$ cat src/rtl/banked_ram_pkg.sv
package banked_ram_pkg;
    localparam int ADDR_W    = 7;
    localparam int DATA_W    = 4;
    localparam int WORD_BITS = 3;
    localparam int BANK_BITS = 2;
    localparam int TAG_BITS  = ADDR_W - WORD_BITS - BANK_BITS;
    localparam int NUM_BANKS = 1 << BANK_BITS;
    localparam int DEPTH     = 1 << WORD_BITS;

    typedef logic [DATA_W-1:0]    word_t;
    typedef logic [WORD_BITS-1:0] woff_t;
    typedef logic [BANK_BITS-1:0] bidx_t;
    typedef logic [TAG_BITS-1:0]  tag_t;
endpackage

$ cat src/rtl/region_match.sv
module region_match #(
    parameter int TAG_W = 2
) (
    input  logic [TAG_W-1:0] tag_bits,
    input  logic [TAG_W-1:0] region,
    output logic             match
);
    logic [TAG_W-1:0] agree;

    generate
        for (genvar b = 0; b < TAG_W; b++) begin : g_bit
            assign agree[b] = ~(tag_bits[b] ^ region[b]);
        end
    endgenerate

    assign match = &agree;
endmodule

$ cat src/rtl/bank_decoder.sv
module bank_decoder #(
    parameter int SEL_W = 2,
    localparam int OUTS = 1 << SEL_W
) (
    input  logic             enable,
    input  logic [SEL_W-1:0] sel,
    output logic [OUTS-1:0]  cs_n
);
    generate
        for (genvar i = 0; i < OUTS; i++) begin : g_out
            assign cs_n[i] = ~(enable && (sel == SEL_W'(i)));
        end
    endgenerate
endmodule

$ cat src/rtl/ram_bank.sv
module ram_bank #(
    parameter int DATA_W    = 4,
    parameter int WORD_BITS = 3,
    localparam int DEPTH    = 1 << WORD_BITS
) (
    input  logic                 clk,
    input  logic                 rst_n,
    input  logic                 sel_n,
    input  logic                 wr_en,
    input  logic [WORD_BITS-1:0] woff,
    input  logic [DATA_W-1:0]    wdata,
    output logic [DATA_W-1:0]    word_out
);
    logic [DATA_W-1:0] store [DEPTH];

    always_ff @(posedge clk or negedge rst_n) begin
        if (!rst_n) begin
            for (int k = 0; k < DEPTH; k++) begin
                store[k] <= '0;
            end
        end else if (!sel_n && wr_en) begin
            store[woff] <= wdata;
        end
    end

    assign word_out = store[woff];
endmodule

$ cat src/rtl/banked_ram_top.sv
module banked_ram_top
    import banked_ram_pkg::*;
(
    input  logic              clk,
    input  logic              rst_n,
    input  logic [ADDR_W-1:0] addr,
    input  logic [DATA_W-1:0] wdata,
    input  logic              rd_en,
    input  logic              wr_en,
    input  logic [TAG_BITS-1:0] region,
    output logic [DATA_W-1:0] rdata,
    output logic              hit,
    output logic [NUM_BANKS-1:0] cs_n
);
    woff_t woff;
    bidx_t bidx;
    tag_t  tag;
    logic  dec_en;

    assign woff = addr[WORD_BITS-1:0];
    assign bidx = addr[WORD_BITS+BANK_BITS-1:WORD_BITS];
    assign tag  = addr[ADDR_W-1:WORD_BITS+BANK_BITS];

    region_match #(.TAG_W(TAG_BITS)) u_match (
        .tag_bits (tag),
        .region   (region),
        .match    (dec_en)
    );

    bank_decoder #(.SEL_W(BANK_BITS)) u_dec (
        .enable (dec_en),
        .sel    (bidx),
        .cs_n   (cs_n)
    );

    word_t bank_word [NUM_BANKS];
    word_t gated     [NUM_BANKS];

    generate
        for (genvar i = 0; i < NUM_BANKS; i++) begin : g_bank
            ram_bank #(.DATA_W(DATA_W), .WORD_BITS(WORD_BITS)) u_bank (
                .clk      (clk),
                .rst_n    (rst_n),
                .sel_n    (cs_n[i]),
                .wr_en    (wr_en),
                .woff     (woff),
                .wdata    (wdata),
                .word_out (bank_word[i])
            );
            assign gated[i] = cs_n[i] ? '0 : bank_word[i];
        end
    endgenerate

    always_comb begin
        word_t acc;
        acc = '0;
        for (int i = 0; i < NUM_BANKS; i++) begin
            acc = acc | gated[i];
        end
        rdata = rd_en ? acc : '0;
    end

    assign hit = ~(&cs_n);
endmodule

$ cat config.mk
export PLATFORM = sky130hd
export DESIGN_NAME = banked_ram_top
export DESIGN_NICKNAME = d
export VERILOG_FILES = /design/src/rtl/banked_ram_pkg.sv /design/src/rtl/region_match.sv /design/src/rtl/bank_decoder.sv /design/src/rtl/ram_bank.sv /design/src/rtl/banked_ram_top.sv
export SDC_FILE = /design/constraint.sdc
export NUM_CORES = 1
export LEC_CHECK = 0
export ABC_AREA = 1
export BUFFER_PORTS_ARGS = -buffer_cell sky130_fd_sc_hd__buf_4
export CELL_PAD_IN_SITES_DETAIL_PLACEMENT = 0
export CELL_PAD_IN_SITES_GLOBAL_PLACEMENT = 2
export CORE_MARGIN = 1.5
export CORE_UTILIZATION = 39
export CTS_CLUSTER_DIAMETER = 50
export DETAILED_ROUTE_END_ITERATION = 12
export PLACE_DENSITY_LB_ADDON = 0.2
export RECOVER_POWER = 100
export SYNTH_ARGS = -nofsm -noshare
export SYNTH_HDL_FRONTEND = slang
export SYNTH_SLANG_ARGS = --single-unit
export TNS_END_PERCENT = 100
$ cat constraint.sdc
create_clock -name clk -period 2.1 [get_ports clk]
set_input_delay 0.21 -clock clk [delete_from_list [all_inputs] [get_ports clk]]
set_output_delay 0.21 -clock clk [all_outputs]
set_load 0.02 [all_outputs]
After elaboration in Yosys (flattened, before gate mapping)
Index checks and enable logic that the tools add are counted.

cells by class
  bitwise gates (word level) = 13
  muxes and demuxes = 23
  $lt $le $gt $ge = 2
  reduce and logical (&&, ||, !) cells = 12
  equal/unequal tests = 3

operator list
  operator            count
  $bwmux 32           4
  $mux 4              14
  $bmux 4 s3          4
  $demux 4 s3         1
  $or 4x4->4          3
  $logic_and 1x1->1   9
  $not 1->1           7
  $eq 2x2->1 const B  2
  $ge 4x4->1 const B  1
  $lt 4x1->1 const B  1
  $not 3->4           1
  $reduce_and 4->1    1
  $eq 2x1->1 const B  1
  $logic_not 2->1     1
  $reduce_and 2->1    1
  $xor 1x1->1         2

storage, ports and cells
  word-level logic and storage cells = 85
  input port bits = 17
  output and inout bits = 9
  register bits after elaboration = 128

Logic depth before layout (Yosys ltp)
Gate-level depths: netlist of the first run.

  word-level depth = 9
  mapped depth = 14
  depth with buffers taken out = 11

Cells and area by module
A second synthesis of the first run with hierarchy kept.

second synthesis, totals
  cells, all modules = 928
  area, all modules = 6667.6 um^2

by module, submodules not included
  module          area each (um^2)  cells an instance  times used
  ram_bank        1612.8            218                4
  banked_ram_top  145.1             38                 1
  region_match    41.3              11                 1
  bank_decoder    30.0              7                  1

Worst setup path after synthesis of the first run
OpenSTA, ideal clock, no wires.

  path kind = input -> output
  start = in addr[0]
  end = out rdata[2]
  slack = 0.467 ns
  arrival = 1.423 ns
  path buffers = 3
  stages = 10
  cell sequence = buf_2 -> inv_2 -> buf_4 -> buf_4 -> nand2_1 -> a21oi_1 -> o21ai_0 -> a21oi_1 -> nor2_1 -> nor2_1

between the ends
  cells in the longest elaborated chain, start to end = 9

RTL lines
  element                                    RTL line              text
  start, declared                            banked_ram_top.sv:6   input logic [ADDR_W-1:0] addr,
  $not 3->4 (not written as such) *          ram_bank.sv:26        assign word_out = store[woff];
  $bmux 4 s3                                 ram_bank.sv:26
  $mux 4 (not written as such) (2 in a row)  ram_bank.sv:26
  $mux 4                                     banked_ram_top.sv:50  assign gated[i] = cs_n[i] ? '0 : bank_word[i];
  $or 4x4->4 (2 in a row)                    banked_ram_top.sv:58  acc = acc | gated[i];
  $or 4x4->4 *                               banked_ram_top.sv:58
  $mux 4 *                                   banked_ram_top.sv:60  rdata = rd_en ? acc : '0;
  end, declared                              banked_ram_top.sv:11  output logic [DATA_W-1:0] rdata,

Every way passes the cells marked *; elsewhere a longest branch is shown, timed or not. The select of a mux whose other input is x is not followed.

Final worst setup path of the first run
  start = in region[1]
  end = reg g_bank[3].u_bank.store[4] in the netlist's numbering

between the ends
  cells in the longest elaborated chain, start to end = 5

RTL lines
  element                        RTL line              text
  start, declared                banked_ram_top.sv:10  input logic [TAG_BITS-1:0] region,
  $xor 1x1->1                    region_match.sv:12    assign agree[b] = ~(tag_bits[b] ^ region[b]);
  $not 1->1                      region_match.sv:12
  $reduce_and 2->1               region_match.sv:16    assign match = &agree;
  $logic_and 1x1->1              bank_decoder.sv:11    assign cs_n[i] = ~(enable && (sel == SEL_W'(i)));
  $logic_and 1x1->1              ram_bank.sv:21        end else if (!sel_n && wr_en) begin
  end signal, assigned by index  ram_bank.sv:22        store[woff] <= wdata;
  end, declared                  ram_bank.sv:14        logic [DATA_W-1:0] store [DEPTH];

No other way between the ends.
A chain may end at the register's enable or synchronous reset.

==> impl_metrics.json, run 1 <==
{
  "vdd.ir_drop.worst_v": 0.000562,
  "drt_first_pass_iters": 5,
  "place_hpwl_microns": 11500,
  "drive_gt1_share_pct": 9.72,
  "critPathKind": "in -> reg",
  "cts_sinks": 128,
  "regMostFlops": "g_bank.u_bank.store",
  "largestRegisters": "g_bank.u_bank.store (128)",
  "vias_per_cell": 4.86,
  "critPathMaxFanout": 8,
  "num_io_pins": 26,
  "grt_pass1_wl_microns": 28700,
  "setup_tns_ps": 0,
  "drc": 0,
  "core_sq_um": 15800,
  "die_y_microns": 130,
  "hp-class": "in -> reg",
  "placed_cell_area_sq_um": 6770,
  "areaGrowthSynthToFinish_pct": 15.8,
  "drt-total-wl_microns": 17600,
  "min_from": "wdata[1]",
  "worstHoldPathCells": 3,
  "power_density_nw_per_um2": 895,
  "regToRegStartpoint": "g_bank[2].u_bank.store[29]",
  "ff2ff_setup_slack_ps": 1410,
  "clkTransAtPathRegs_ps": 50,
  "final_area_sq_um": 7290,
  "synthDistinctLibCells": 18,
  "syn_avg_cell_area_sq_um": 7.25,
  "cts_root_buffer": "clkbuf_16",
  "overflow": 0,
  "finalHoldViolCount": 0,
  "seq_area_frac_synth_pct": 50.9,
  "fin_worst_skew_ps": 0,
  "relSlewSlack_pct": 21.9,
  "htreeDepth": 4,
  "antenna_found_initial": 0,
  "grt_use_total_pct": 22.7,
  "post-route-period-util_pct": 91.9,
  "leakage_nw": 3.72,
  "cp.arrival_ps": 2210,
  "cts_buffer_depth": 2,
  "insertion_delay_ps": 420,
  "die_w_microns": 130,
  "initial_core_util_pct": 39.8,
  "portBuffers": 25,
  "rsz0062_at_grt": "false",
  "drtIter0Drc": 410,
  "status": "finished, final reports clean",
  "cp-end-kind": "register",
  "holdPathEnd": "g_bank[2].u_bank.store[21]",
  "vias": 5453,
  "largest_register_ffs": 128,
  "ant_nets": 0,
  "startpoint_type": "input port",
  "die-area_sq_um": 16900,
  "timing.rr.end": "g_bank[2].u_bank.store[29]",
  "worstMarginPinSlew_ps": 1170,
  "syn_nets": 885,
  "drv_cap": 0,
  "std_cell_rows": 46,
  "cp.required_ps": 2380,
  "globalplace.congestion": 0.779,
  "fmax_mhz": 518,
  "syn_inst": 868,
  "syn-cell-area_sq_um": 6300,
  "first_global_vias": 5443,
  "ys_warn_count": 0,
  "post_cts_buffers": 0,
  "slew_viol_final": 0,
  "r2r_cells": 2,
  "post_drt_wl_per_cell_microns": 15.7,
  "cts_tree": "done",
  "synth_seq_cells": 128,
  "grt_max_degree": 129,
  "num-nets-final": 911,
  "finalWorstPathRequiredPeriod_ps": 1930,
  "numCtsBuffers": 17,
  "setup_viol": 0,
  "antenna_cells": 0
}
per-layer routing:
layer / vias up / global-route usage, % / wire (microns)
met1: 2587 / 30.6 / 8480
li1: 2753 / - / -
met2: 89 / 36.8 / 8210
met3: 24 / 3.69 / 517
met5: - / 0 / 0
met4: 0 / 8.69 / 343
synth_stat cells:
master,instances,area share [%]
clkbuf_1,23,1.4
buf_2,8,0.64
nor2_1,16,0.95
nor2_2,7,0.70
o21ai_1,13,1.0
xnor2_1,2,0.28
nor2_8,1,0.32
dfrtp_1,128,51
o21ai_0,118,9.4
buf_4,8,0.95
nand2_1,482,29
inv_1,34,2.0
nand3_1,9,0.72
buf_1,1,0.060
a21oi_1,3,0.24
nand2_2,9,0.89
inv_2,2,0.12
nor2_4,4,0.72
cell families (layout without fill, tap and decap cells):
logic type | count (synthesis) | in the layout | synth area share, %
buf+inv | 76 | 113 | 5.17
simple gates | 528 | 528 | 33.0
flops | 128 | 128 | 50.9
compound gates | 134 | 134 | 10.7
xor+xnor | 2 | 2 | 0.278
stage by stage:
step	setup slack (ps)	power (mW)	hold WS, ps	utilization, %	cells
finish	169	6.52	328	46.1	1121
detailed placement	185	3.66	386	42.8	1090
global route	15.4	6.85	362	46.1	1121
global placement	170	3.63	380	42.8	1090
floorplan	467	3.35	-85.6	-	868
CTS	116	6.61	299	46.5	1121
placed cells by master, fill, tap and decap left out, types with 9 or more instances in the layout:
cell type | netlist | layout
nand2_1 | 482 | 482
nand2_2 | 9 | 9
nand3_1 | 9 | 9
inv_1 | 34 | 34
clkbuf_16 | 0 | 17
buf_4 | 8 | 31
nor2_1 | 16 | 20
o21ai_0 | 118 | 127
dfrtp_1 | 128 | 128
how the worst max path moves through the flow:
stage	from	end	slack, ps	cells past startpoint
after floorplan	addr[0]	rdata[2]	470	10
after global placement	region[1]	g_bank[0].u_bank.store[7]	170	9
after detailed placement	region[1]	g_bank[0].u_bank.store[4]	190	9
after CTS	g_bank[2].u_bank.store[10]	rdata[2]	120	9
after global routing	g_bank[0].u_bank.store[18]	rdata[2]	20	7
final	region[1]	g_bank[3].u_bank.store[4]	170	9
report_power, final:
| part | switching [mW] | internal [mW] |
|---|---|---|
| sequential | 0.133 | 2.71 |
| combinational | 0.489 | 0.260 |
| clock | 1.05 | 1.88 |
layout make-up:
type	count	area, sq um
Sequential cell	128	3200
Inverter	36	135
Timing Repair Buffer	47	372
Multi-Input combinational cell	664	2730
Tap cell	216	270
Clock buffer	24	502
Clock inverter	6	80.1
Fill cell	1644	8540
worst max-delay path, stage by stage:
cell and delay [ps]:
buf_4 110, xnor2_1 320, nand2_2 160, nor2_4 160, inv_1 90, nor2_1 700, nand2_2 240, nand2_1 120
o21ai_0 90
what timing repair did:
action / 4_1_cts / 5_1_grt
hold endpoints to repair: 128 / 0
setup endpoints to repair: 0 / 1
gates resized for setup: 0 / 3
hold buffers: 1 / 0
Power figures use the tool's default switching activity.
==> run 2: changes to the inputs <==
- MAX_ROUTING_LAYER: default -> met4
==> run 2 against run 1 <==
Effect of this change: clock skew stayed put; first-iteration DRC count down 2.7%; sequential power hardly changed; die area stayed put; clock power about the same; count of clock-buffer cells in the layout is the same; non-clock buffer count unchanged; power about the same; worst setup slack improved by 3.8 ps; utilization did not move; register-to-register slack about the same; critical endpoint unchanged; sequential share of layout area stayed put; largest cell class unchanged; critical path type unchanged.
==> impl_metrics.json, run 2 (same netlist as run 1, synthesis figures left out) <==
{
  "power_density_nw_per_um2": 894,
  "num-nets-final": 911,
  "post-route-util_pct": 46.1,
  "std_cell_rows": 46,
  "cts_buffer_depth": 2,
  "finalHoldViolCount": 0,
  "cts_tree": "done",
  "place_hpwl_microns": 11500,
  "grt_use_total_pct": 23.4,
  "antenna_found_initial": 0,
  "regMostFlops": "g_bank.u_bank.store",
  "status": "finished, final reports clean",
  "first_global_vias": 5438,
  "drt_first_pass_iters": 5,
  "cp.arrival_ps": 2210,
  "post-route-period-util_pct": 91.8,
  "total_power_mw": 6.52,
  "cpMaxStageDelayCell": "nor2_1",
  "cp-end-kind": "register",
  "die-area_sq_um": 16900,
  "layout_setup_ws_ps": 173,
  "vias": 5471,
  "drive_gt1_share_pct": 9.72,
  "insertion_delay_ps": 420,
  "vias_per_cell": 4.88,
  "largestRegisters": "g_bank.u_bank.store (128)",
  "initial_core_util_pct": 39.8,
  "drv_cap": 0,
  "finalWorstPathRequiredPeriod_ps": 1930,
  "crit_chain": "clkbuf_4 > xnor2_1 > nand2_2 > nor2_4 > inv_1 > nor2_1 > nand2_2 > nand2_1 > o21ai_0",
  "setup_viol": 0,
  "cts_sinks": 128,
  "core_sq_um": 15800,
  "critPathMaxFanout": 8,
  "htreeDepth": 4,
  "drt-total-wl_microns": 17600,
  "relSlewSlack_pct": 21.9,
  "rsz0062_at_grt": "false",
  "numCtsBuffers": 17,
  "largest_register_ffs": 128,
  "leakage_nw": 3.72,
  "cp_common_cell": "nand2_2",
  "clkTransAtPathRegs_ps": 50,
  "areaGrowthSynthToFinish_pct": 15.8,
  "die_w_microns": 130,
  "max_stage_delay_ps": 700,
  "layout_commonest_cell": "nand2_1",
  "most-common-layout-cells": "nand2_1 (482), o21ai_0 (128), dfrtp_1 (128), inv_1 (34), buf_4 (30)",
  "antenna_cells": 0,
  "grt_max_degree": 129,
  "vdd.ir_drop.worst_v": 0.000563,
  "cts_root_buffer": "clkbuf_16",
  "critPathKind": "in -> reg",
  "portBuffers": 25,
  "slew_viol_final": 0,
  "fmax_mhz": 519,
  "hp-class": "in -> reg",
  "crit_buf_inv": 2,
  "drtIter0Drc": 399,
  "worstMarginPinSlew_ps": 1170,
  "drc": 0,
  "overflow": 0,
  "ant_nets": 0,
  "post_drt_wl_per_cell_microns": 15.7,
  "setup_tns_ps": 0,
  "grt_pass1_wl_microns": 28700,
  "globalplace.congestion": 0.790,
  "pre_cts_slack_ps": 185,
  "die_y_microns": 130,
  "num_io_pins": 26,
  "fin_worst_skew_ps": 0,
  "cpLargestDelayFamily": "simple AND/OR/NAND/NOR gates",
  "cp.required_ps": 2380,
  "startpoint_type": "input port"
}
run 2: cell count changes in the layout (fill, tap and decap cells not counted), sizes merged:
cell and delta:
clkbuf +1, buf -1
run 2: final timing paths:
path	from	endpoint	slack, ps	depth (start not counted)
max	region[1]	g_bank[3].u_bank.store[4]	170	9
min	wdata[1]	g_bank[2].u_bank.store[21]	330	3
max reg2reg	g_bank[1].u_bank.store[3]	g_bank[1].u_bank.store[3]	1400	2
min reg2reg	g_bank[0].u_bank.store[2]	g_bank[0].u_bank.store[2]	480	2
max in group asynchronous	rst_n	g_bank[0].u_bank.store[18]	650	3
min in group asynchronous	rst_n	g_bank[3].u_bank.store[15]	650	3
run 2: where the power goes:
part / switching (mW) / internal (mW)
registers: 0.133 / 2.71
clock network: 1.04 / 1.88
logic: 0.489 / 0.260
total: 1.67 / 4.85
run 2: per-stage QoR:
stage               cells  hold slack (ps)  area, sq um
global placement     1090              380         6770
CTS                  1121              299         7360
finish               1121              329         7290
detailed placement   1090              386         6770
global route         1121              362         7290
floorplan             868            -85.6         6300
run 2: area by class of cell:
class | instances | area, sq um
timing repair buffer | 47 | 372
clock inverter | 6 | 80.1
inverter | 36 | 135
tap | 216 | 270
clock buffer | 24 | 502
fill | 1644 | 8540
multi-input combinational | 664 | 2730
sequential | 128 | 3200
run 2: repair_timing:
action | in CTS | in global routing
endpoints found under the setup margin | 0 | 1
gates resized for setup | 0 | 2
setup buffers | 0 | 0
hold endpoints to repair | 128 | 0
hold buffers | 1 | 0
run 2: routing by layer:
| metal | global-route usage (%) | wire [microns] | vias up |
|---|---|---|---|
| li1 | - | - | 2755 |
| met1 | 30.6 | 8430 | 2593 |
| met2 | 36.9 | 8190 | 97 |
| met3 | 3.69 | 583 | 26 |
| met4 | 8.69 | 350 | 0 |
| met5 | - | 0 | - |
run 2: worst register-to-register path: stages, from the launching register on:
cell     delay, ps
dfrtp_1        390
nand2_1         70
o21ai_0        100
==> run 3: changes to the inputs <==
- CORE_MARGIN: 1.5 -> 10
- CORE_UTILIZATION: 39 -> 40
- CTS_BUF_LIST: default -> sky130_fd_sc_hd__clkbuf_4 sky130_fd_sc_hd__clkbuf_8
- SYNTH_HIERARCHICAL: default -> 1
==> run 3 against run 2 <==
Effect of this change: cell count is 7.2% higher; utilization is 0.90 points lower; count of clock-buffer cells in the layout is 3 lower; maximum frequency is 1.2% higher; register-to-register slack hardly changed; power is 10% lower; wire length is 3.9% higher; global-route usage is 5.6 points lower; largest power group is now registers; highest routed layer unchanged.
==> impl_metrics.json, run 3 <==
{
  "first_global_vias": 6015,
  "ys.flop_type": "dfrtp_1",
  "dp_cells": 1169,
  "ys_warn_count": 6,
  "antenna_found_initial": 0,
  "drive_gt1_share_pct": 10.2,
  "largestRegisters": "g_bank.u_bank/store (128)",
  "initial_core_util_pct": 40.5,
  "swShare_pct": 29.2,
  "numCtsBuffers": 17,
  "grt_pass1_wl_microns": 30700,
  "grt_use_total_pct": 17.8,
  "p_switching_mw": 1.71,
  "ys_top_cells_by_area": "dfrtp_1 (48%), nand2_1 (26%), o21ai_0 (7.2%), nor2_1 (2.6%), inv_1 (2.2%)",
  "critPathKind": "reg -> out",
  "synthTopCellsByCount": "nand2_1 (467), dfrtp_1 (128), o21ai_0 (96), nor2_1 (46), inv_1 (39)",
  "worstMarginPinSlew_ps": 1220,
  "async_flop_share_pct": 100,
  "globalplace.congestion": 0.863,
  "std_cell_rows": 47,
  "most-common-layout-cells": "nand2_1 (470), dfrtp_1 (128), o21ai_0 (108), nor2_1 (53), inv_1 (39)",
  "htreeDepth": 4,
  "drv_cap": 0,
  "vias": 5854,
  "synth.top_cell.area_share_pct": 48.0,
  "portBuffers": 25,
  "combPwrFrac_pct": 14.4,
  "cp-end-kind": "primary output",
  "finalHoldViolCount": 0,
  "die_w_microns": 149,
  "status": "finished, final reports clean",
  "syn-cell-area_sq_um": 6670,
  "vias_per_cell": 4.87,
  "largest_register_ffs": 128,
  "drt-total-wl_microns": 18200,
  "fill_cells": 1784,
  "seq_area_frac_synth_pct": 48.0,
  "hp-class": "in -> reg",
  "power_density_nw_per_um2": 788,
  "cts_buffer_depth": 2,
  "synth_seq_cells": 128,
  "leakage_nw": 4.01,
  "clkTransAtPathRegs_ps": 70,
  "clkPwrFrac_pct": 35.8,
  "rsz0062_at_grt": "false",
  "slew_viol_final": 0,
  "overflow": 0,
  "die-area_sq_um": 22200,
  "critPathMaxFanout": 2,
  "areaGrowthSynthToFinish_pct": 11.5,
  "startpoint_type": "register",
  "syn_nets": 945,
  "fin_worst_skew_ps": 0,
  "setup_viol": 0,
  "core_sq_um": 16500,
  "drtIter0Drc": 348,
  "layout_commonest_cell": "nand2_1",
  "die_y_microns": 149,
  "regMostFlops": "g_bank.u_bank/store",
  "drt_first_pass_iters": 5,
  "post-route-util_pct": 45.2,
  "synth_enable_flop_cells": 0,
  "yosysMostFrequentCell": "nand2_1",
  "cts_root_buffer": "clkbuf_8",
  "seqPwrFrac_pct": 49.8,
  "fin_cells": 1202,
  "post-route-period-util_pct": 90.7,
  "insertion_delay_ps": 450,
  "drc": 0,
  "cts_tree": "done",
  "finalWorstPathRequiredPeriod_ps": 1900,
  "ant_nets": 0,
  "p_int_mw": 4.15,
  "num_io_pins": 26,
  "place_hpwl_microns": 13100,
  "grt_max_degree": 46,
  "synth_top_area_cell": "dfrtp_1",
  "cp.required_ps": 1890,
  "vdd.ir_drop.worst_v": 0.000578,
  "post_cts_buffers": 0,
  "cts_sinks": 128,
  "setup_tns_ps": 0,
  "synthDistinctLibCells": 17,
  "fmax_mhz": 525,
  "num-nets-final": 986,
  "syn_avg_cell_area_sq_um": 7.18,
  "cp.arrival_ps": 1690,
  "relSlewSlack_pct": 18.7,
  "syn_inst": 928,
  "hold_slack_ps": 146,
  "antenna_cells": 0,
  "post_drt_wl_per_cell_microns": 15.2
}
run 3: changes by cell type after synthesis, sizes merged, moves of 3 or more:
cell	previous run	this run
nand4	0	17
a21oi	3	16
clkbuf	23	4
nand2	491	475
nand3	9	35
nor2	28	70
buf	17	20
inv	36	51
o21ai	131	112
run 3: worst paths after layout:
kind | from | end | slack (ps) | cells after the start
max in group asynchronous | rst_n | g_bank[2].u_bank/store[27] | 330 | 3
max | g_bank[3].u_bank/store[26] | rdata[2] | 200 | 11
min reg2reg | g_bank[1].u_bank/store[29] | g_bank[1].u_bank/store[29] | 490 | 2
max reg2reg | g_bank[0].u_bank/store[1] | g_bank[0].u_bank/store[1] | 1410 | 2
min | wdata[0] | g_bank[2].u_bank/store[16] | 150 | 3
min in group asynchronous | rst_n | g_bank[3].u_bank/store[26] | 540 | 2
run 3: through the flow:
| step | cell area (sq um) | setup WS, ps | power [mW] |
|---|---|---|---|
| after floorplan | 6670 | 454 | 3.48 |
| after global placement | 7190 | 209 | 3.82 |
| after detailed placement | 7190 | 232 | 3.85 |
| after CTS | 7590 | 117 | 5.96 |
| after global routing | 7440 | 5.41 | 6.20 |
| final | 7440 | 195 | 5.86 |
run 3: routing by layer:
layer | global-route usage [%] | vias up | wire [microns]
li1 | - | 3030 | -
met1 | 22.5 | 2743 | 8740
met2 | 29.1 | 72 | 8870
met3 | 3.70 | 9 | 510
met4 | 3.73 | 0 | 123
met5 | - | - | 0
run 3: area by class of cell:
cell class	count	area, sq um	area share (%)
tap	220	275	3.70
multi-input combinational	725	3060	41.2
sequential	128	3200	43.1
inverter	51	191	2.57
clock buffer	21	270	3.63
clock inverter	11	115	1.55
timing repair buffer	46	319	4.29
run 3: cells by family (layout without fill, tap and decap cells):
family / Yosys count / in the layout / share of synthesized area, %
AOI/OAI and AO/OA: 128 / 128 / 9.61
buffers and inverters: 75 / 129 / 4.75
DFF: 128 / 128 / 48.0
and+or+nand+nor: 597 / 597 / 37.6
run 3: timing repair:
item                                   CTS  global route
resized for setup                        0             2
hold buffers                             1             0
setup endpoints to repair                0             2
endpoints found under the hold margin   41             0
run 3: power groups by stage:
stage | Sequential (mW) | Clock, mW | Combinational, mW
after detailed placement | 2.96 | 0 | 0.881
after floorplan | 2.90 | 0 | 0.571
after global routing | 2.95 | 2.25 | 0.999
final | 2.92 | 2.10 | 0.846
after CTS | 2.92 | 2.15 | 0.885
after global placement | 2.96 | 0 | 0.862
run 3: worst max-delay path: stages (launching register included):
cell and delay [ps]:
dfrtp_1 400, nand2_1 80, nand2_1 50, nand2_1 50, nand2_1 70, nand2_1 90
nand2_1 60, nand2_1 60, nand2_1 80, nor2_2 110, nor2_1 50, buf_4 150
